File: src/rtl/wl_pkg.sv
package wl_pkg;
  typedef enum logic [2:0] {
    CMD_NOP = 3'd0,
    CMD_DES = 3'd1,
    CMD_MRS = 3'd2,
    CMD_ACT = 3'd3,
    CMD_RD  = 3'd4,
    CMD_WR  = 3'd5,
    CMD_PRE = 3'd6,
    CMD_REF = 3'd7
  } cmd_e;

  localparam int LVL_MR_IDX = 1;   // register that owns the leveling bits
  localparam int LVL_EN_BIT = 7;   // leveling enable
  localparam int QOFF_BIT   = 12;  // output drivers off
endpackage

File: src/rtl/wl_mode_ctl.sv
module wl_mode_ctl
  import wl_pkg::*;
#(
  parameter int MRS_W  = 2,
  parameter int ADDR_W = 16
) (
  input  logic              clk,
  input  logic              rst,
  input  cmd_e              cmd,
  input  logic [MRS_W-1:0]  mr_sel,
  input  logic [ADDR_W-1:0] mr_addr,
  output logic              wl_mode,
  output logic              qoff,
  output logic              ill_cmd
);
  logic is_lvl_mr;
  logic legal;

  always_comb begin
    is_lvl_mr = (cmd == CMD_MRS) && (mr_sel == MRS_W'(LVL_MR_IDX));
    legal     = (cmd == CMD_NOP) || (cmd == CMD_DES) ||
                (is_lvl_mr && !mr_addr[LVL_EN_BIT]);
  end

  always_ff @(posedge clk) begin
    if (rst) begin
      wl_mode <= 1'b0;
      qoff    <= 1'b0;
      ill_cmd <= 1'b0;
    end else begin
      ill_cmd <= 1'b0;
      if (wl_mode) begin
        if (!legal) begin
          ill_cmd <= 1'b1;
        end else if (is_lvl_mr) begin
          wl_mode <= 1'b0;
          qoff    <= mr_addr[QOFF_BIT];
        end
      end else if (is_lvl_mr) begin
        wl_mode <= mr_addr[LVL_EN_BIT];
        qoff    <= mr_addr[QOFF_BIT];
      end
    end
  end

  AST_ILL_KEEPS_MODE: assert property (@(posedge clk) disable iff (rst)
    ill_cmd |-> (wl_mode && $stable(wl_mode))) else $error("illegal command changed mode");
endmodule

File: src/rtl/wl_term.sv
module wl_term (
  input  logic clk,
  input  logic rst,
  input  logic wl_mode,
  input  logic odt,
  output logic dqs_term,
  output logic dq_term
);
  always_ff @(posedge clk) begin
    if (rst) begin
      dqs_term <= 1'b0;
      dq_term  <= 1'b0;
    end else begin
      dqs_term <= odt;
      dq_term  <= odt && !wl_mode;
    end
  end
endmodule

File: src/rtl/wl_lane.sv
module wl_lane #(
  parameter int LANE_W = 8,
  parameter int TWLO   = 4
) (
  input  logic              clk,
  input  logic              rst,
  input  logic              wl_mode,
  input  logic              drv_en,
  input  logic              dqs,
  input  logic              ck_sense,
  output logic [LANE_W-1:0] dq
);
  localparam int DEPTH = (TWLO < 1) ? 1 : TWLO;

  logic             dqs_q;
  logic             rise;
  logic [DEPTH-1:0] pv;
  logic [DEPTH-1:0] pb;

  assign rise = dqs && !dqs_q && wl_mode;

  always_ff @(posedge clk) begin
    if (rst) dqs_q <= 1'b0;
    else     dqs_q <= dqs;
  end

  always_ff @(posedge clk) begin
    if (rst || !wl_mode) begin
      pv <= '0;
      pb <= '0;
    end else begin
      pv[0] <= rise;
      pb[0] <= ck_sense;
      for (int i = 1; i < DEPTH; i++) begin
        pv[i] <= pv[i-1];
        pb[i] <= pb[i-1];
      end
    end
  end

  always_ff @(posedge clk) begin
    if (rst || !drv_en) dq <= '0;
    else if (pv[DEPTH-1]) dq <= {LANE_W{pb[DEPTH-1]}};
  end

  AST_NO_CAPTURE_OUT_OF_MODE: assert property (@(posedge clk) disable iff (rst)
    !wl_mode |=> !pv[0]) else $error("strobe captured outside leveling");
  AST_DQ_QUIET_WHEN_OFF: assert property (@(posedge clk) disable iff (rst)
    !drv_en |=> (dq == '0)) else $error("feedback driven while disabled");
  AST_DQ_UNIFORM: assert property (@(posedge clk) disable iff (rst)
    (dq == '0) || (dq == '1)) else $error("lane bits disagree");
endmodule

File: src/rtl/wl_responder.sv
module wl_responder
  import wl_pkg::*;
#(
  parameter int LANES  = 2,
  parameter int LANE_W = 8,
  parameter int TWLO   = 4,
  parameter int MRS_W  = 2,
  parameter int ADDR_W = 16
) (
  input  logic                    clk,
  input  logic                    rst,
  input  logic [2:0]              cmd,
  input  logic [MRS_W-1:0]        mr_sel,
  input  logic [ADDR_W-1:0]       mr_addr,
  input  logic                    odt,
  input  logic                    ck_sense,
  input  logic [LANES-1:0]        dqs,
  output logic [LANES*LANE_W-1:0] dq,
  output logic                    dq_oe,
  output logic                    dqs_term,
  output logic                    dq_term,
  output logic                    ill_cmd
);
  logic wl_mode;
  logic qoff;

  wl_mode_ctl #(.MRS_W(MRS_W), .ADDR_W(ADDR_W)) u_mode (
    .clk     (clk),
    .rst     (rst),
    .cmd     (cmd_e'(cmd)),
    .mr_sel  (mr_sel),
    .mr_addr (mr_addr),
    .wl_mode (wl_mode),
    .qoff    (qoff),
    .ill_cmd (ill_cmd)
  );

  assign dq_oe = wl_mode && !qoff;

  wl_term u_term (
    .clk      (clk),
    .rst      (rst),
    .wl_mode  (wl_mode),
    .odt      (odt),
    .dqs_term (dqs_term),
    .dq_term  (dq_term)
  );

  for (genvar l = 0; l < LANES; l++) begin : g_lane
    wl_lane #(.LANE_W(LANE_W), .TWLO(TWLO)) u_lane (
      .clk      (clk),
      .rst      (rst),
      .wl_mode  (wl_mode),
      .drv_en   (dq_oe),
      .dqs      (dqs[l]),
      .ck_sense (ck_sense),
      .dq       (dq[l*LANE_W +: LANE_W])
    );
  end

  AST_DQTERM_OFF_IN_MODE: assert property (@(posedge clk) disable iff (rst)
    wl_mode |=> !dq_term) else $error("data termination on during leveling");
  AST_DQS_TERM_TRACKS_ODT: assert property (@(posedge clk) disable iff (rst)
    odt |=> dqs_term) else $error("strobe termination missed ODT");
endmodule

File: config.mk
export PLATFORM = sky130hd
export DESIGN_NAME = wl_responder
export DESIGN_NICKNAME = d
export VERILOG_FILES = /design/src/rtl/wl_pkg.sv /design/src/rtl/wl_mode_ctl.sv /design/src/rtl/wl_term.sv /design/src/rtl/wl_lane.sv /design/src/rtl/wl_responder.sv
export SDC_FILE = /design/constraint.sdc
export NUM_CORES = 1
export LEC_CHECK = 0
export ABC_AREA = 1
export BUFFER_PORTS_ARGS = -buffer_cell sky130_fd_sc_hd__buf_2
export CAP_MARGIN = 0
export CELL_PAD_IN_SITES_DETAIL_PLACEMENT = 1
export CELL_PAD_IN_SITES_GLOBAL_PLACEMENT = 2
export CORE_UTILIZATION = 25
export DETAILED_ROUTE_END_ITERATION = 10
export PLACE_DENSITY_LB_ADDON = 0.1
export SETUP_SLACK_MARGIN = 0.2
export SYNTH_ARGS = -nofsm -noshare
export SYNTH_HDL_FRONTEND = slang
export SYNTH_HIERARCHICAL = 1
export SYNTH_SLANG_ARGS = --single-unit
File: constraint.sdc
create_clock -name clk -period 2.9 [get_ports clk]
set_clock_uncertainty 0.2 [all_clocks]
set_input_delay 0.58 -clock clk [delete_from_list [all_inputs] [get_ports clk]]
set_output_delay 0.58 -clock clk [all_outputs]
set_load 0.02 [all_outputs]
# Word-level counts from Yosys, hierarchy flattened

Index checks and enable logic that the tools add are counted.
W data, S select, Z words.

Bitwise operators: 1
Div/mod/pow operators: 0
Equality and inequality tests: 4
$add $sub $neg: 0
Shift-type cells: 0
$mul: 0
Muxes and demuxes: 8
Reductions and logical operators: 20
$lt $le $gt $ge: 0

Operators with widths:

| kind                 | number |
|---|---|
| $logic_and A1 B1 Y1  | 8 |
| $mux W1              | 8 |
| $logic_not A1 Y1     | 6 |
| $logic_or A1 B1 Y1   | 4 |
| $eq A3 B1 Y1 const B | 1 |
| $eq A3 B2 Y1 const B | 1 |
| $logic_not A3 Y1     | 1 |
| $eq A2 B1 Y1 const B | 1 |
| $ne A2 B2 Y1 const B | 1 |
| $reduce_or A2 Y1     | 1 |
| $not A1 Y1           | 1 |

RAM bits: 0
Input bits: 27
Bits in latches: 0
Output and inout bits: 20
Memory bits (read-only): 0
Register bits: 25
Memories kept: 0

# Longest topological paths before layout

Gate-level depths: netlist (run 1).

Depth after elaboration: 6
Depth in mapped cells: 7

# Hierarchy

Netlist (run 1), hierarchy kept.

Modules (own cells, without submodules):

| module       | times used | area each (µm²) | cells an instance |
|---|---|---|---|
| wl_lane      | 2          | 361.6           | 42 |
| wl_mode_ctl  | 1          | 136.4           | 21 |
| wl_term      | 1          | 60.1            | 6 |
| wl_responder | 1          | 10.0            | 2 |

# Worst setup path after synthesis (run 1)

No wires, ideal clock.

Kind: register -> output
From: register u_mode.wl_mode
To: output dq_oe
Slack: 1.302 ns
Data required time: 2.120 ns
Cell stages (with the launch flop): 3
Arrival: 0.818 ns
Cells stage by stage: dfxtp_1 inv_1 nor2_2

Cells in the longest elaborated chain, start to end: 1

Ends and longest elaborated chain:

| element                | line               | source |
|---|---|---|
| from (decl)            | wl_mode_ctl.sv:12  | `output logic wl_mode,` |
| from (signal assigned) | wl_mode_ctl.sv:40  | `wl_mode <= mr_addr[LVL_EN_BIT];` |
| $logic_and A1 B1 Y1    | wl_responder.sv:38 | `assign dq_oe = wl_mode && !qoff;` |
| to (decl)              | wl_responder.sv:19 | `output logic dq_oe,` |

No other way between the ends.

# Final worst setup path (run 1)

Ends and elaborated chain as after synthesis.

==> out/summary.json, run 1 <==
{
  "postSynthNetCount": {"value": 140},
  "cts_root_buf": {"value": "sky130_fd_sc_hd__clkbuf_8"},
  "register_area_share_after_synthesis": {"value": 0.538},
  "rsz0062_at_grt": {"value": "no"},
  "detail_route.vias_per_cell": {"value": 3.81},
  "crit_fanout": {"value": 3},
  "worst_hold_path_type": {"value": "flop to flop"},
  "die_height": {"value": 63.0, "unit": "um"},
  "timing.slew.headroom": {"value": 0.826},
  "dieArea": {"value": 3970, "unit": "um^2"},
  "firstDrtPassIters": {"value": 2},
  "async_reset_ff_frac": {"value": 0},
  "overflow": {"value": 0},
  "cts_inserted_buffers": {"value": 3},
  "crit_buf_inv": {"value": 2},
  "syn2layout_area_growth": {"value": 17.9, "unit": "%"},
  "power-per-cell-area": {"value": 530, "unit": "nW/um^2"},
  "synth-edff-count": {"value": 0},
  "synth_area_leaders": {"value": "sky130_fd_sc_hd__dfxtp_1 54%, sky130_fd_sc_hd__buf_4 11%, sky130_fd_sc_hd__inv_1 10%, sky130_fd_sc_hd__nor2_1 8.1%, sky130_fd_sc_hd__nand2_1 4.0%"},
  "post_synth_most_frequent_cells": {"value": "25 x sky130_fd_sc_hd__dfxtp_1, 25 x sky130_fd_sc_hd__inv_1, 20 x sky130_fd_sc_hd__nor2_1, 14 x sky130_fd_sc_hd__buf_4, 10 x sky130_fd_sc_hd__nand2_1"},
  "cts-resized-gates": {"value": 0},
  "cpLargestDelayFamily": {"value": "flip-flops"},
  "worstMarginPinSlew": {"value": 0.259, "unit": "ns"},
  "tritoncts_num_sinks": {"value": 25},
  "critPathCaptureType": {"value": "output port"},
  "layout_setup_ws": {"value": 1.15, "unit": "ns"},
  "via_count": {"value": 694},
  "rows": {"value": 21},
  "p_leak": {"value": 0.524, "unit": "nW"},
  "timing.setup.tns": {"value": 0, "unit": "ns"},
  "crit_path_cell_trace": {"value": "inv_1 > nor2_2 > buf_2"},
  "grt_pass1_wl": {"value": 2.55, "unit": "mm"},
  "post-synth-top-area-fraction": {"value": 0.538},
  "place_hpwl": {"value": 1.15, "unit": "mm"},
  "clkLatencyLatePin": {"value": 0.27, "unit": "ns"},
  "boundaryPins": {"value": 47},
  "critical_path_required": {"value": 2.12, "unit": "ns"},
  "avgSynthCellArea": {"value": 8.23, "unit": "um^2"},
  "rr_worst_depth": {"value": 6},
  "finalSetupViolations": {"value": 0},
  "cts.clk_slew.worst_paths": {"value": 0.09, "unit": "ns"},
  "timing.final.crit_period": {"value": 1.75, "unit": "ns"},
  "area_of_the_mapped_netlist": {"value": 930, "unit": "um^2"},
  "layout-drive-gt1-share": {"value": 0.346},
  "synthesis.yosys.warnings": {"value": 6},
  "die_width": {"value": 63.0, "unit": "um"},
  "grt_use_total": {"value": 0.0854},
  "vdd_ir_drop_max": {"value": 0.000293, "unit": "V"},
  "crit_path_top_delay_cell": {"value": "sky130_fd_sc_hd__dfxtp_1"},
  "initial_antenna_violation_count": {"value": 0},
  "ant_nets": {"value": 0},
  "post_cts_setup_buffer_count": {"value": 0},
  "timing.critical_path.from_type": {"value": "flop"},
  "timing.hold.ws": {"value": 0.213, "unit": "ns"},
  "start_to_end_type_of_the_worst_setup_path": {"value": "flop to output port"},
  "finalCritPeriodShare": {"value": 0.602},
  "synth.distinct_cells": {"value": 14},
  "iteration_0_drc_markers": {"value": 2},
  "final.fill_count": {"value": 436},
  "dp_slack": {"value": 1.37, "unit": "ns"},
  "post-route-drc-count": {"value": 0},
  "tritoncts": {"value": "done"},
  "yosys_register_bits": {"value": 25},
  "critical_path_depth": {"value": 3},
  "htree_num_levels": {"value": 1},
  "drt-wirelength-per-cell": {"value": 8.56, "unit": "um"},
  "ys_dominant_reg_cell": {"value": "sky130_fd_sc_hd__dfxtp_1"},
  "initial_utilization": {"value": 0.270},
  "first_global_vias": {"value": 578},
  "max_cap_viol_count": {"value": 0},
  "design.core.area": {"value": 3440, "unit": "um^2"},
  "cts_hold_repair.buffers": {"value": 0},
  "run_status": {"value": "complete, no violations"},
  "place.gp.congestion": {"value": 0.650},
  "finalHoldViolations": {"value": 0},
  "total_power": {"value": 581, "unit": "uW"},
  "cpPeakStageDelay": {"value": 0.34, "unit": "ns"},
  "routed_wirelength": {"value": 1.56, "unit": "mm"},
  "worstHoldPathCells": {"value": 2},
  "number_of_slew_limit_violations_in_the_final_report": {"value": 0},
  "synth_cells": {"value": 113},
  "number_of_antenna_cells_inserted": {"value": 0},
  "yosysTopAreaCell": {"value": "sky130_fd_sc_hd__dfxtp_1"},
  "grt_start_max_net_pins": {"value": 15},
  "cp_data_arrival_time": {"value": 0.97, "unit": "ns"},
  "final_net_count": {"value": 164},
  "port-buffer-count": {"value": 32},
  "buffer_depth_of_the_longest_clock_path": {"value": 2},
  "maxClockFrequency": {"value": 573, "unit": "MHz"}
}
area by class of cell:
class	instances	area, um^2	share of cell area
Timing Repair Buffer	33	168	0.153
Multi-Input combinational cell	47	223	0.203
Clock inverter	1	5.00	0.00457
Sequential cell	25	500	0.457
Tap cell	46	57.6	0.0525
Clock buffer	3	41.3	0.0377
Inverter	27	101	0.0925
metrics by stage:
| step | instances | area [um^2] | utilization |
|---|---|---|---|
| finish | 182 | 1100 | 0.318 |
| global route | 182 | 1100 | 0.318 |
| CTS | 182 | 1100 | 0.318 |
| detailed placement | 178 | 1050 | 0.305 |
| global placement | 178 | 1050 | 0.305 |
| floorplan | 113 | 930 | - |
placed cells by master, fill, tap and decap left out, types with 3 or more instances in the layout:
cell / count
sky130_fd_sc_hd__buf_2: 32
sky130_fd_sc_hd__inv_1: 25
sky130_fd_sc_hd__dfxtp_1: 25
sky130_fd_sc_hd__nor2_1: 20
sky130_fd_sc_hd__nand2_1: 10
sky130_fd_sc_hd__nor2_2: 5
sky130_fd_sc_hd__clkbuf_8: 3
report_power, final:
part	leakage, nW	internal (mW)	switching [mW]	total (mW)
sequential	0.202	0.347	0.000958	0.348
combinational	0.296	0.0117	0.0167	0.0284
clock	0.0255	0.0960	0.109	0.205
total	0.524	0.455	0.127	0.581
path summary, 6_finish.rpt:
path / endpoint / slack, ns / startpoint
worst max register to register: u_mode/qoff$_SDFFE_PP0P_ / 1.55 / u_mode/wl_mode$_SDFF_PP0_
worst min-delay path: g_lane[0].u_lane/pb[1]$_SDFF_PP0_ / 0.21 / g_lane[0].u_lane/pb[0]$_SDFF_PP0_
worst min register to register: g_lane[0].u_lane/pb[1]$_SDFF_PP0_ / 0.21 / g_lane[0].u_lane/pb[0]$_SDFF_PP0_
worst max-delay path: dq_oe / 1.15 / u_mode/wl_mode$_SDFF_PP0_
metal layers:
| metal | track usage | vias to the layer above | part of all wire | wire, um |
|---|---|---|---|---|
| li1 | - | 352 | - | - |
| met1 | 0.0975 | 315 | 0.44 | 687 |
| met2 | 0.137 | 25 | 0.48 | 744 |
| met3 | 0.0328 | 2 | 0.070 | 109 |
| met4 | 0.0436 | 0 | 0.011 | 17 |
| met5 | 0 | - | 0 | 0 |
cells by family after synthesis:
logic type	share of synthesized area
compound gates	0.0269
simple gates	0.213
flops	0.538
buf+inv	0.222
tightest hold or removal path: stages (launching register included):
cell	delay [ns]
sky130_fd_sc_hd__dfxtp_1	0.31
sky130_fd_sc_hd__inv_1	0.04
sky130_fd_sc_hd__nor2_1	0.03
state kept, by name, summed over array words and instances, names as in the netlist:
name	count
g_lane.u_lane/dqs_q	2
g_lane.u_lane/pb	8
g_lane.u_lane/pv	8
g_lane.u_lane/dq	2
u_mode/qoff	1
u_mode/ill_cmd	1
u_mode/wl_mode	1
u_term/dqs_term	1
u_term/dq_term	1
No activity file was read; power rests on OpenSTA's default activity.
==> run 2, diff against run 1 <==
--- a/config.mk
+++ b/config.mk
@@ -5,12 +5,12 @@
 export SDC_FILE = /design/constraint.sdc
 export NUM_CORES = 1
 export LEC_CHECK = 0
-export ABC_AREA = 1
+export ABC_AREA = 0
 export BUFFER_PORTS_ARGS = -buffer_cell sky130_fd_sc_hd__buf_2
 export CAP_MARGIN = 0
 export CELL_PAD_IN_SITES_DETAIL_PLACEMENT = 1
 export CELL_PAD_IN_SITES_GLOBAL_PLACEMENT = 2
-export CORE_UTILIZATION = 25
+export CORE_UTILIZATION = 26
 export DETAILED_ROUTE_END_ITERATION = 10
 export PLACE_DENSITY_LB_ADDON = 0.1
 export SETUP_SLACK_MARGIN = 0.2
==> constraint.sdc (replaced) <==
create_clock -name clk -period 1.64 [get_ports clk]
set_clock_uncertainty 0.2 [all_clocks]
set_input_delay 0.328 -clock clk [delete_from_list [all_inputs] [get_ports clk]]
set_output_delay 0.328 -clock clk [all_outputs]
set_load 0.02 [all_outputs]
==> out/summary.json, run 2 <==
{
  "max_cap_viol_count": {"value": 0, "change": "unchanged"},
  "synth_cells": {"value": 76, "change": "was 113"},
  "finalSetupViolations": {"value": 0, "change": "unchanged"},
  "largestRegisters": {"value": "g_lane.u_lane/pb x8, g_lane.u_lane/pv x8", "change": "unchanged"},
  "power.internal": {"value": 728, "unit": "uW", "change": "was 455 uW"},
  "p_leak": {"value": 0.526, "unit": "nW", "change": "was 0.524 nW"},
  "layout_setup_ws": {"value": 0.171, "unit": "ns", "change": "was 1.15 ns"},
  "run_status": {"value": "complete, no violations", "change": "unchanged"},
  "rsz0062_at_grt": {"value": "yes", "change": "was no"},
  "htree_num_levels": {"value": 1, "change": "unchanged"},
  "maxClockFrequency": {"value": 681, "unit": "MHz"},
  "global_route.usage.met1": {"value": 0.0940, "change": "was 0.0975"},
  "die_width": {"value": 62.0, "unit": "um", "change": "was 63.0 um"},
  "via_count": {"value": 574, "change": "was 694"},
  "grt-busiest-layer": {"value": "met2", "change": "unchanged"},
  "regArea": {"value": 512, "unit": "um^2", "change": "was 500 um^2"},
  "tritoncts": {"value": "done", "change": "unchanged"},
  "synth.distinct_cells": {"value": 18, "change": "was 14"},
  "cts_root_buf": {"value": "sky130_fd_sc_hd__clkbuf_4", "change": "was sky130_fd_sc_hd__clkbuf_8"},
  "ant_nets": {"value": 0, "change": "unchanged"},
  "timing.setup.tns": {"value": 0, "unit": "ns", "change": "unchanged"},
  "detail_route.vias_per_cell": {"value": 3.88, "change": "was 3.81"},
  "most_common_cell_after_layout_fill_and_taps_aside": {"value": "sky130_fd_sc_hd__buf_2", "change": "unchanged"},
  "start_to_end_type_of_the_worst_setup_path": {"value": "flop to output port", "change": "unchanged"},
  "post-route-cell-area": {"value": 1130, "unit": "um^2", "change": "was 1100 um^2"},
  "dpl_cell_area": {"value": 1050, "unit": "um^2", "change": "unchanged"},
  "syn2layout_area_growth": {"value": 20.7, "unit": "%", "change": "was 17.9%"},
  "worstHoldPathCells": {"value": 2, "change": "unchanged"},
  "critPathCaptureType": {"value": "output port", "change": "unchanged"},
  "timing.final.crit_period": {"value": 1.47, "unit": "ns"},
  "avgSynthCellArea": {"value": 12.3, "unit": "um^2", "change": "was 8.23 um^2"},
  "buffer_depth_of_the_longest_clock_path": {"value": 2, "change": "unchanged"},
  "groute.layer.met3.usage": {"value": 0.0435, "change": "was 0.0328"},
  "critical_path_required": {"value": 1.11, "unit": "ns", "change": "was 2.12 ns"},
  "dp_slack": {"value": 0.132, "unit": "ns", "change": "was 1.37 ns"},
  "crit_path_cell_trace": {"value": "nor2b_4 > buf_6", "change": "was inv_1 > nor2_2 > buf_2"},
  "rr_worst_depth": {"value": 4, "change": "was 6"},
  "finalCritPeriodShare": {"value": 0.895},
  "tritoncts_num_sinks": {"value": 25, "change": "unchanged"},
  "rows": {"value": 21, "change": "unchanged"},
  "grt_start_max_net_pins": {"value": 14, "change": "was 15"},
  "final_net_count": {"value": 130, "change": "was 164"},
  "register_area_share_after_synthesis": {"value": 0.534, "change": "was 0.538"},
  "crit_buf_inv": {"value": 1, "change": "was 2"},
  "multi_input_gate_area_in_the_final_layout": {"value": 332, "unit": "um^2", "change": "was 223 um^2"},
  "port-buffer-count": {"value": 32, "change": "unchanged"},
  "synth_area_leaders": {"value": "sky130_fd_sc_hd__dfxtp_1 53%, sky130_fd_sc_hd__and2_2 11%, sky130_fd_sc_hd__buf_4 11%, sky130_fd_sc_hd__nor2b_4 4.4%, sky130_fd_sc_hd__nor4b_4 2.5%", "change": "was sky130_fd_sc_hd__dfxtp_1 54%, sky130_fd_sc_hd__buf_4 11%, sky130_fd_sc_hd__inv_1 10%, sky130_fd_sc_hd__nor2_1 8.1%, sky130_fd_sc_hd__nand2_1 4.0%"},
  "worst_hold_startpoint": {"value": "ck_sense", "change": "was g_lane[0].u_lane/pb[0]$_SDFF_PP0_"},
  "dieArea": {"value": 3850, "unit": "um^2", "change": "was 3970 um^2"},
  "synthesis.yosys.warnings": {"value": 6, "change": "unchanged"},
  "drt-wirelength-per-cell": {"value": 9.36, "unit": "um", "change": "was 8.56 um"},
  "post-route-drc-count": {"value": 0, "change": "unchanged"},
  "final.fill_count": {"value": 391, "change": "was 436"},
  "cts.clk_slew.worst_paths": {"value": 0.12, "unit": "ns", "change": "was 0.09 ns"},
  "first_global_vias": {"value": 523, "change": "was 578"},
  "seq_power_share": {"value": 0.663, "change": "was 0.598"},
  "post-synth-top-area-fraction": {"value": 0.534, "change": "was 0.538"},
  "timing.critical_path.from_type": {"value": "flop", "change": "unchanged"},
  "worstMarginPinSlew": {"value": 0.281, "unit": "ns", "change": "was 0.259 ns"},
  "cts_inserted_buffers": {"value": 3, "change": "unchanged"},
  "fraction_of_power_consumed_by_the_clock_network": {"value": 0.286, "change": "was 0.353"},
  "grt_pass1_wl": {"value": 2.20, "unit": "mm", "change": "was 2.55 mm"},
  "overflow": {"value": 0, "change": "unchanged"},
  "yosysTopAreaCell": {"value": "sky130_fd_sc_hd__dfxtp_1", "change": "unchanged"},
  "area_of_the_mapped_netlist": {"value": 937, "unit": "um^2", "change": "was 930 um^2"},
  "r2r-start": {"value": "u_mode/wl_mode$_SDFF_PP0_", "change": "unchanged"},
  "number_of_antenna_cells_inserted": {"value": 0, "change": "unchanged"},
  "comb_power_share": {"value": 0.051, "change": "was 0.049"},
  "cp_data_arrival_time": {"value": 0.94, "unit": "ns", "change": "was 0.97 ns"},
  "holdPathEnd": {"value": "g_lane[1].u_lane/pb[0]$_SDFF_PP0_", "change": "was g_lane[0].u_lane/pb[1]$_SDFF_PP0_"},
  "ys_dominant_reg_cell": {"value": "sky130_fd_sc_hd__dfxtp_1", "change": "unchanged"},
  "grt_use_total": {"value": 0.0847, "change": "was 0.0854"},
  "firstDrtPassIters": {"value": 4, "change": "was 2"},
  "initial_utilization": {"value": 0.276, "change": "was 0.270"},
  "power-per-cell-area": {"value": 814, "unit": "nW/um^2", "change": "was 530 nW/um^2"},
  "die_height": {"value": 62.0, "unit": "um", "change": "was 63.0 um"},
  "initial_antenna_violation_count": {"value": 0, "change": "unchanged"},
  "cts_hold_repair.buffers": {"value": 0, "change": "unchanged"},
  "cpPeakStageDelay": {"value": 0.36, "unit": "ns", "change": "was 0.34 ns"},
  "yosys_register_bits": {"value": 25, "change": "unchanged"},
  "design.core.area": {"value": 3390, "unit": "um^2", "change": "was 3440 um^2"},
  "total_power": {"value": 921, "unit": "uW", "change": "was 581 uW"},
  "sw_frac": {"value": 0.209, "change": "was 0.218"},
  "post_synth_most_frequent_cells": {"value": "25 x sky130_fd_sc_hd__dfxtp_1, 14 x sky130_fd_sc_hd__and2_2, 14 x sky130_fd_sc_hd__buf_4, 3 x sky130_fd_sc_hd__nor2b_1, 3 x sky130_fd_sc_hd__nor2b_4", "change": "was 25 x sky130_fd_sc_hd__dfxtp_1, 25 x sky130_fd_sc_hd__inv_1, 20 x sky130_fd_sc_hd__nor2_1, 14 x sky130_fd_sc_hd__buf_4, 10 x sky130_fd_sc_hd__nand2_1"},
  "worst_hold_path_type": {"value": "input pin to flop", "change": "was flop to flop"},
  "routed_wirelength": {"value": 1.39, "unit": "mm", "change": "was 1.56 mm"},
  "yosys.cell_count.top_type": {"value": "sky130_fd_sc_hd__dfxtp_1"},
  "vdd_ir_drop_max": {"value": 0.000445, "unit": "V", "change": "was 0.000293 V"},
  "total_switching_power": {"value": 193, "unit": "uW", "change": "was 127 uW"},
  "iteration_0_drc_markers": {"value": 2, "change": "unchanged"},
  "async_reset_ff_frac": {"value": 0, "change": "unchanged"},
  "synth-edff-count": {"value": 0, "change": "unchanged"},
  "cpLargestDelayFamily": {"value": "flip-flops", "change": "unchanged"},
  "postSynthNetCount": {"value": 103, "change": "was 140"},
  "dp.cells": {"value": 140, "change": "was 178"},
  "finish.cell_count_without_fillers": {"value": 148, "change": "was 182"},
  "clkLatencyLatePin": {"value": 0.31, "unit": "ns", "change": "was 0.27 ns"},
  "place.gp.congestion": {"value": 0.620, "change": "was 0.650"},
  "layout.cells.most_common_list": {"value": "28 x sky130_fd_sc_hd__buf_2, 22 x sky130_fd_sc_hd__dfxtp_1, 14 x sky130_fd_sc_hd__and2_2", "change": "was 32 x sky130_fd_sc_hd__buf_2, 25 x sky130_fd_sc_hd__inv_1, 25 x sky130_fd_sc_hd__dfxtp_1"},
  "boundaryPins": {"value": 47, "change": "unchanged"},
  "crit_fanout": {"value": 2, "change": "was 3"},
  "grt_met2_usage": {"value": 0.135, "change": "was 0.137"},
  "place_hpwl": {"value": 973, "unit": "um", "change": "was 1.15 mm"},
  "finalHoldViolations": {"value": 0, "change": "unchanged"},
  "crit_path_top_delay_cell": {"value": "sky130_fd_sc_hd__dfxtp_4", "change": "was sky130_fd_sc_hd__dfxtp_1"},
  "number_of_slew_limit_violations_in_the_final_report": {"value": 0, "change": "unchanged"},
  "timing.slew.headroom": {"value": 0.812, "change": "was 0.826"},
  "regToRegEndpoint": {"value": "u_mode/qoff$_SDFFE_PP0P_", "change": "unchanged"},
  "layout-drive-gt1-share": {"value": 0.657, "change": "was 0.346"},
  "ff2ff_setup_slack": {"value": 0.40, "unit": "ns", "change": "was 1.55 ns"}
}
run 2: changes by cell type in the layout (fill, tap and decap cells not counted), sizes merged, moves of 3 or more:
cell / previous run / this run
buf: 33 / 36
inv: 27 / 0
nor3b: 0 / 3
o21ai: 3 / 0
nor2: 25 / 0
nand2: 13 / 1
and2: 0 / 14
nor2b: 0 / 6
run 2: worst max path at each step:
stage / end / from / depth (start not counted) / slack (ns)
after floorplan: u_mode/wl_mode$_SDFF_PP0_ / cmd[0] / 3 / 0.31
after global placement: u_mode/wl_mode$_SDFF_PP0_ / cmd[0] / 4 / 0.13
after detailed placement: u_mode/wl_mode$_SDFF_PP0_ / cmd[0] / 4 / 0.13
after CTS: dq_oe / u_mode/wl_mode$_SDFF_PP0_ / 2 / 0.15
after global routing: dq_oe / u_mode/wl_mode$_SDFF_PP0_ / 2 / 0.11
final: dq_oe / u_mode/wl_mode$_SDFF_PP0_ / 2 / 0.17
run 2: final cells by class:
class,instances,share of cell area
flip-flops and latches,25,0.452
multi-input cells,37,0.293
repair buffers,36,0.180
well taps,46,0.0509
clock buffers,4,0.0232
run 2: metal layers:
metal	share of wire	vias up	routed length, um
met5	0	-	0
met4	0.014	0	19
met3	0.084	2	117
met2	0.45	29	622
met1	0.45	257	626
li1	-	286	-
run 2: power groups by stage:
| stage | logic (mW) | clock network, mW | registers [mW] |
|---|---|---|---|
| after global placement | 0.0455 | 0 | 0.629 |
| after detailed placement | 0.0462 | 0 | 0.629 |
| after floorplan | 0.0144 | 0 | 0.632 |
| final | 0.0467 | 0.263 | 0.610 |
| after CTS | 0.0481 | 0.285 | 0.611 |
| after global routing | 0.0527 | 0.314 | 0.612 |
run 2: kinds of logic after synthesis:
kind of cell,after synthesis,synth area share
AND/OR/NAND/NOR,30,0.280
multiplexers,3,0.0374
buffers and inverters,14,0.112
AO/OA/AOI/OAI,4,0.0360
flip-flops,25,0.534
run 2: repair_timing:
item | 4_1_cts | 5_1_grt
resized for setup | 8 | 3
setup buffers | 2 | 2
setup endpoints to repair | 17 | 17
run 2: metrics by stage:
step                       util  hold WS [ns]
after floorplan               -         0.197
after global placement    0.310         0.222
after detailed placement  0.310         0.227
after CTS                 0.327        0.0161
after global routing      0.334      0.000801
final                     0.334        0.0307
==> run 3, diff against run 2 <==
--- a/config.mk
+++ b/config.mk
@@ -9,8 +9,9 @@
 export BUFFER_PORTS_ARGS = -buffer_cell sky130_fd_sc_hd__buf_2
 export CAP_MARGIN = 0
 export CELL_PAD_IN_SITES_DETAIL_PLACEMENT = 1
-export CELL_PAD_IN_SITES_GLOBAL_PLACEMENT = 2
-export CORE_UTILIZATION = 26
+export CELL_PAD_IN_SITES_GLOBAL_PLACEMENT = 1
+export CORE_ASPECT_RATIO = 0.75
+export CORE_UTILIZATION = 33
 export DETAILED_ROUTE_END_ITERATION = 10
 export PLACE_DENSITY_LB_ADDON = 0.1
 export SETUP_SLACK_MARGIN = 0.2
==> out/summary.json, run 3 (synthesized netlist as in run 2, its figures left out) <==
{
  "maxClockFrequency": {"value": 710, "unit": "MHz", "change": "was 681 MHz"},
  "dieArea": {"value": 3060, "unit": "um^2", "change": "was 3850 um^2"},
  "clkLatencyLatePin": {"value": 0.26, "unit": "ns", "change": "was 0.31 ns"},
  "grt_use_total": {"value": 0.0952, "change": "was 0.0847"},
  "comb_power_share": {"value": 0.046, "change": "was 0.051"},
  "worstHoldPathCells": {"value": 2, "change": "unchanged"},
  "vdd_ir_drop_max": {"value": 0.000596, "unit": "V", "change": "was 0.000445 V"},
  "largestRegisters": {"value": "g_lane.u_lane/pb x8, g_lane.u_lane/pv x8", "change": "unchanged"},
  "post-route-cell-area": {"value": 1110, "unit": "um^2", "change": "was 1130 um^2"},
  "power-per-cell-area": {"value": 909, "unit": "nW/um^2", "change": "was 814 nW/um^2"},
  "crit_buf_inv": {"value": 1, "change": "unchanged"},
  "fraction_of_power_consumed_by_the_clock_network": {"value": 0.348, "change": "was 0.286"},
  "finalCoreUtilization": {"value": 0.421, "change": "was 0.334"},
  "design.core.area": {"value": 2640, "unit": "um^2", "change": "was 3390 um^2"},
  "total_switching_power": {"value": 205, "unit": "uW", "change": "was 193 uW"},
  "layout.cells.most_common_list": {"value": "31 x sky130_fd_sc_hd__buf_2, 22 x sky130_fd_sc_hd__dfxtp_1, 14 x sky130_fd_sc_hd__and2_2", "change": "was 28 x sky130_fd_sc_hd__buf_2, 22 x sky130_fd_sc_hd__dfxtp_1, 14 x sky130_fd_sc_hd__and2_2"},
  "post-route-drc-count": {"value": 0, "change": "unchanged"},
  "timing.hold.ws": {"value": 0.0909, "unit": "ns", "change": "was 0.0307 ns"},
  "overflow": {"value": 0, "change": "unchanged"},
  "crit_fanout": {"value": 2, "change": "unchanged"},
  "timing.final.crit_period": {"value": 1.41, "unit": "ns", "change": "was 1.47 ns"},
  "cts_inserted_buffers": {"value": 3, "change": "unchanged"},
  "boundaryPins": {"value": 47, "change": "unchanged"},
  "cts_root_buf": {"value": "sky130_fd_sc_hd__clkbuf_8", "change": "was sky130_fd_sc_hd__clkbuf_4"},
  "p_leak": {"value": 0.522, "unit": "nW", "change": "was 0.526 nW"},
  "die_height": {"value": 48.2, "unit": "um", "change": "was 62.0 um"},
  "cp_data_arrival_time": {"value": 0.88, "unit": "ns", "change": "was 0.94 ns"},
  "buffer_depth_of_the_longest_clock_path": {"value": 2, "change": "unchanged"},
  "timing.slew.headroom": {"value": 0.803, "change": "was 0.812"},
  "number_of_antenna_cells_inserted": {"value": 0, "change": "unchanged"},
  "most_common_cell_after_layout_fill_and_taps_aside": {"value": "sky130_fd_sc_hd__buf_2", "change": "unchanged"},
  "die_width": {"value": 63.5, "unit": "um", "change": "was 62.0 um"},
  "finalHoldViolations": {"value": 0, "change": "unchanged"},
  "place.gp.congestion": {"value": 0.637, "change": "was 0.620"},
  "critical_path_depth": {"value": 2, "change": "unchanged"},
  "ant_nets": {"value": 0, "change": "unchanged"},
  "run_status": {"value": "complete, no violations", "change": "unchanged"},
  "timing.critical_path.from_type": {"value": "flop", "change": "unchanged"},
  "grt_pass1_wl": {"value": 2.08, "unit": "mm", "change": "was 2.20 mm"},
  "port-buffer-count": {"value": 32, "change": "unchanged"},
  "worstMarginPinSlew": {"value": 0.295, "unit": "ns", "change": "was 0.281 ns"},
  "drt-wirelength-per-cell": {"value": 9.68, "unit": "um", "change": "was 9.36 um"},
  "firstDrtPassIters": {"value": 2, "change": "was 4"},
  "finalCritPeriodShare": {"value": 0.859, "change": "was 0.895"},
  "sw_frac": {"value": 0.203, "change": "was 0.209"},
  "finalSetupViolations": {"value": 0, "change": "unchanged"},
  "cts_hold_repair.buffers": {"value": 0, "change": "unchanged"},
  "worst_hold_path_type": {"value": "input pin to flop", "change": "unchanged"},
  "crit_path_cell_trace": {"value": "nor2b_4 > buf_6", "change": "unchanged"},
  "cpPeakStageDelay": {"value": 0.35, "unit": "ns", "change": "was 0.36 ns"},
  "routed_wirelength": {"value": 1.32, "unit": "mm", "change": "was 1.39 mm"},
  "max_cap_viol_count": {"value": 0, "change": "unchanged"},
  "syn2layout_area_growth": {"value": 18.8, "unit": "%", "change": "was 20.7%"},
  "first_global_vias": {"value": 460, "change": "was 523"},
  "layout-drive-gt1-share": {"value": 0.660, "change": "was 0.657"},
  "rsz0062_at_grt": {"value": "yes", "change": "unchanged"},
  "timing.setup.tns": {"value": 0, "unit": "ns", "change": "unchanged"},
  "rows": {"value": 16, "change": "was 21"},
  "initial_antenna_violation_count": {"value": 0, "change": "unchanged"},
  "cts.clk_slew.worst_paths": {"value": 0.08, "unit": "ns", "change": "was 0.12 ns"},
  "rr_worst_depth": {"value": 4, "change": "unchanged"},
  "initial_utilization": {"value": 0.355, "change": "was 0.276"},
  "power.internal": {"value": 807, "unit": "uW", "change": "was 728 uW"},
  "tritoncts": {"value": "done", "change": "unchanged"},
  "dpl_cell_area": {"value": 1040, "unit": "um^2", "change": "was 1050 um^2"},
  "via_count": {"value": 548, "change": "was 574"},
  "tritoncts_num_sinks": {"value": 25, "change": "unchanged"},
  "critPathCaptureType": {"value": "output port", "change": "unchanged"},
  "iteration_0_drc_markers": {"value": 2, "change": "unchanged"},
  "total_power": {"value": 1.01, "unit": "mW", "change": "was 921 uW"},
  "seq_power_share": {"value": 0.606, "change": "was 0.663"},
  "crit_path_top_delay_cell": {"value": "sky130_fd_sc_hd__dfxtp_4", "change": "unchanged"},
  "htree_num_levels": {"value": 1, "change": "unchanged"},
  "final_net_count": {"value": 128, "change": "was 130"},
  "critical_path_required": {"value": 1.11, "unit": "ns", "change": "about the same"},
  "detail_route.vias_per_cell": {"value": 4.03, "change": "was 3.88"},
  "number_of_slew_limit_violations_in_the_final_report": {"value": 0, "change": "unchanged"},
  "start_to_end_type_of_the_worst_setup_path": {"value": "flop to output port", "change": "unchanged"},
  "cpLargestDelayFamily": {"value": "flip-flops", "change": "unchanged"},
  "grt_start_max_net_pins": {"value": 16, "change": "was 14"}
}
[run 3: changes by cell type in the layout (fill, tap and decap cells not counted), moves of 2 or more]
cell	previous run	this run
sky130_fd_sc_hd__buf_4	7	2
sky130_fd_sc_hd__dfxtp_2	0	2
sky130_fd_sc_hd__buf_2	28	31
sky130_fd_sc_hd__clkbuf_8	0	3
sky130_fd_sc_hd__dfxtp_4	3	1
sky130_fd_sc_hd__clkbuf_4	3	0
[run 3: layout make-up]
class                           instances  area, um^2
Fill cell                             306        1530
Multi-Input combinational cell         37         332
Tap cell                               36        45.0
Timing Repair Buffer                   34         181
Clock inverter                          1        7.51
Clock buffer                            3        41.3
Sequential cell                        25         507
[run 3: per-layer routing]
layer | wire length, um | GRT usage | vias up | part of all wire
li1 | - | - | 278 | -
met1 | 544 | 0.0959 | 251 | 0.41
met2 | 688 | 0.191 | 19 | 0.52
met3 | 83 | 0.0444 | 0 | 0.063
met4 | 0 | 0.0136 | 0 | 0
met5 | 0 | 0 | - | 0
[run 3: repair_timing]
item,4_1_cts,5_1_grt
resized for setup,5,1
endpoints found under the setup margin,16,1
buffers inserted,1,1
[run 3: final timing paths]
kind | from | to | slack [ns]
max | u_mode/wl_mode$_SDFF_PP0_ | dq_oe | 0.23
min | odt | u_term/dqs_term$_SDFF_PP0_ | 0.09
max reg2reg | u_mode/wl_mode$_SDFF_PP0_ | u_mode/qoff$_SDFFE_PP0P_ | 0.39
min reg2reg | g_lane[0].u_lane/pv[0]$_SDFF_PP0_ | g_lane[0].u_lane/pv[1]$_SDFF_PP0_ | 0.25
[run 3: power groups by stage]
stage	clock network [mW]	registers (mW)	logic, mW
after global routing	0.404	0.614	0.0525
after floorplan	0	0.632	0.0144
after detailed placement	0	0.629	0.0466
final	0.352	0.613	0.0470
after CTS	0.375	0.613	0.0476
after global placement	0	0.629	0.0452
[run 3: per-stage QoR]
stage          cells  setup WS, ns
2_1_floorplan     76         0.307
3_3_place_gp     130         0.137
3_5_place_dp     130         0.117
4_1_cts          135         0.186
5_1_grt          136         0.179
6_report         136         0.231
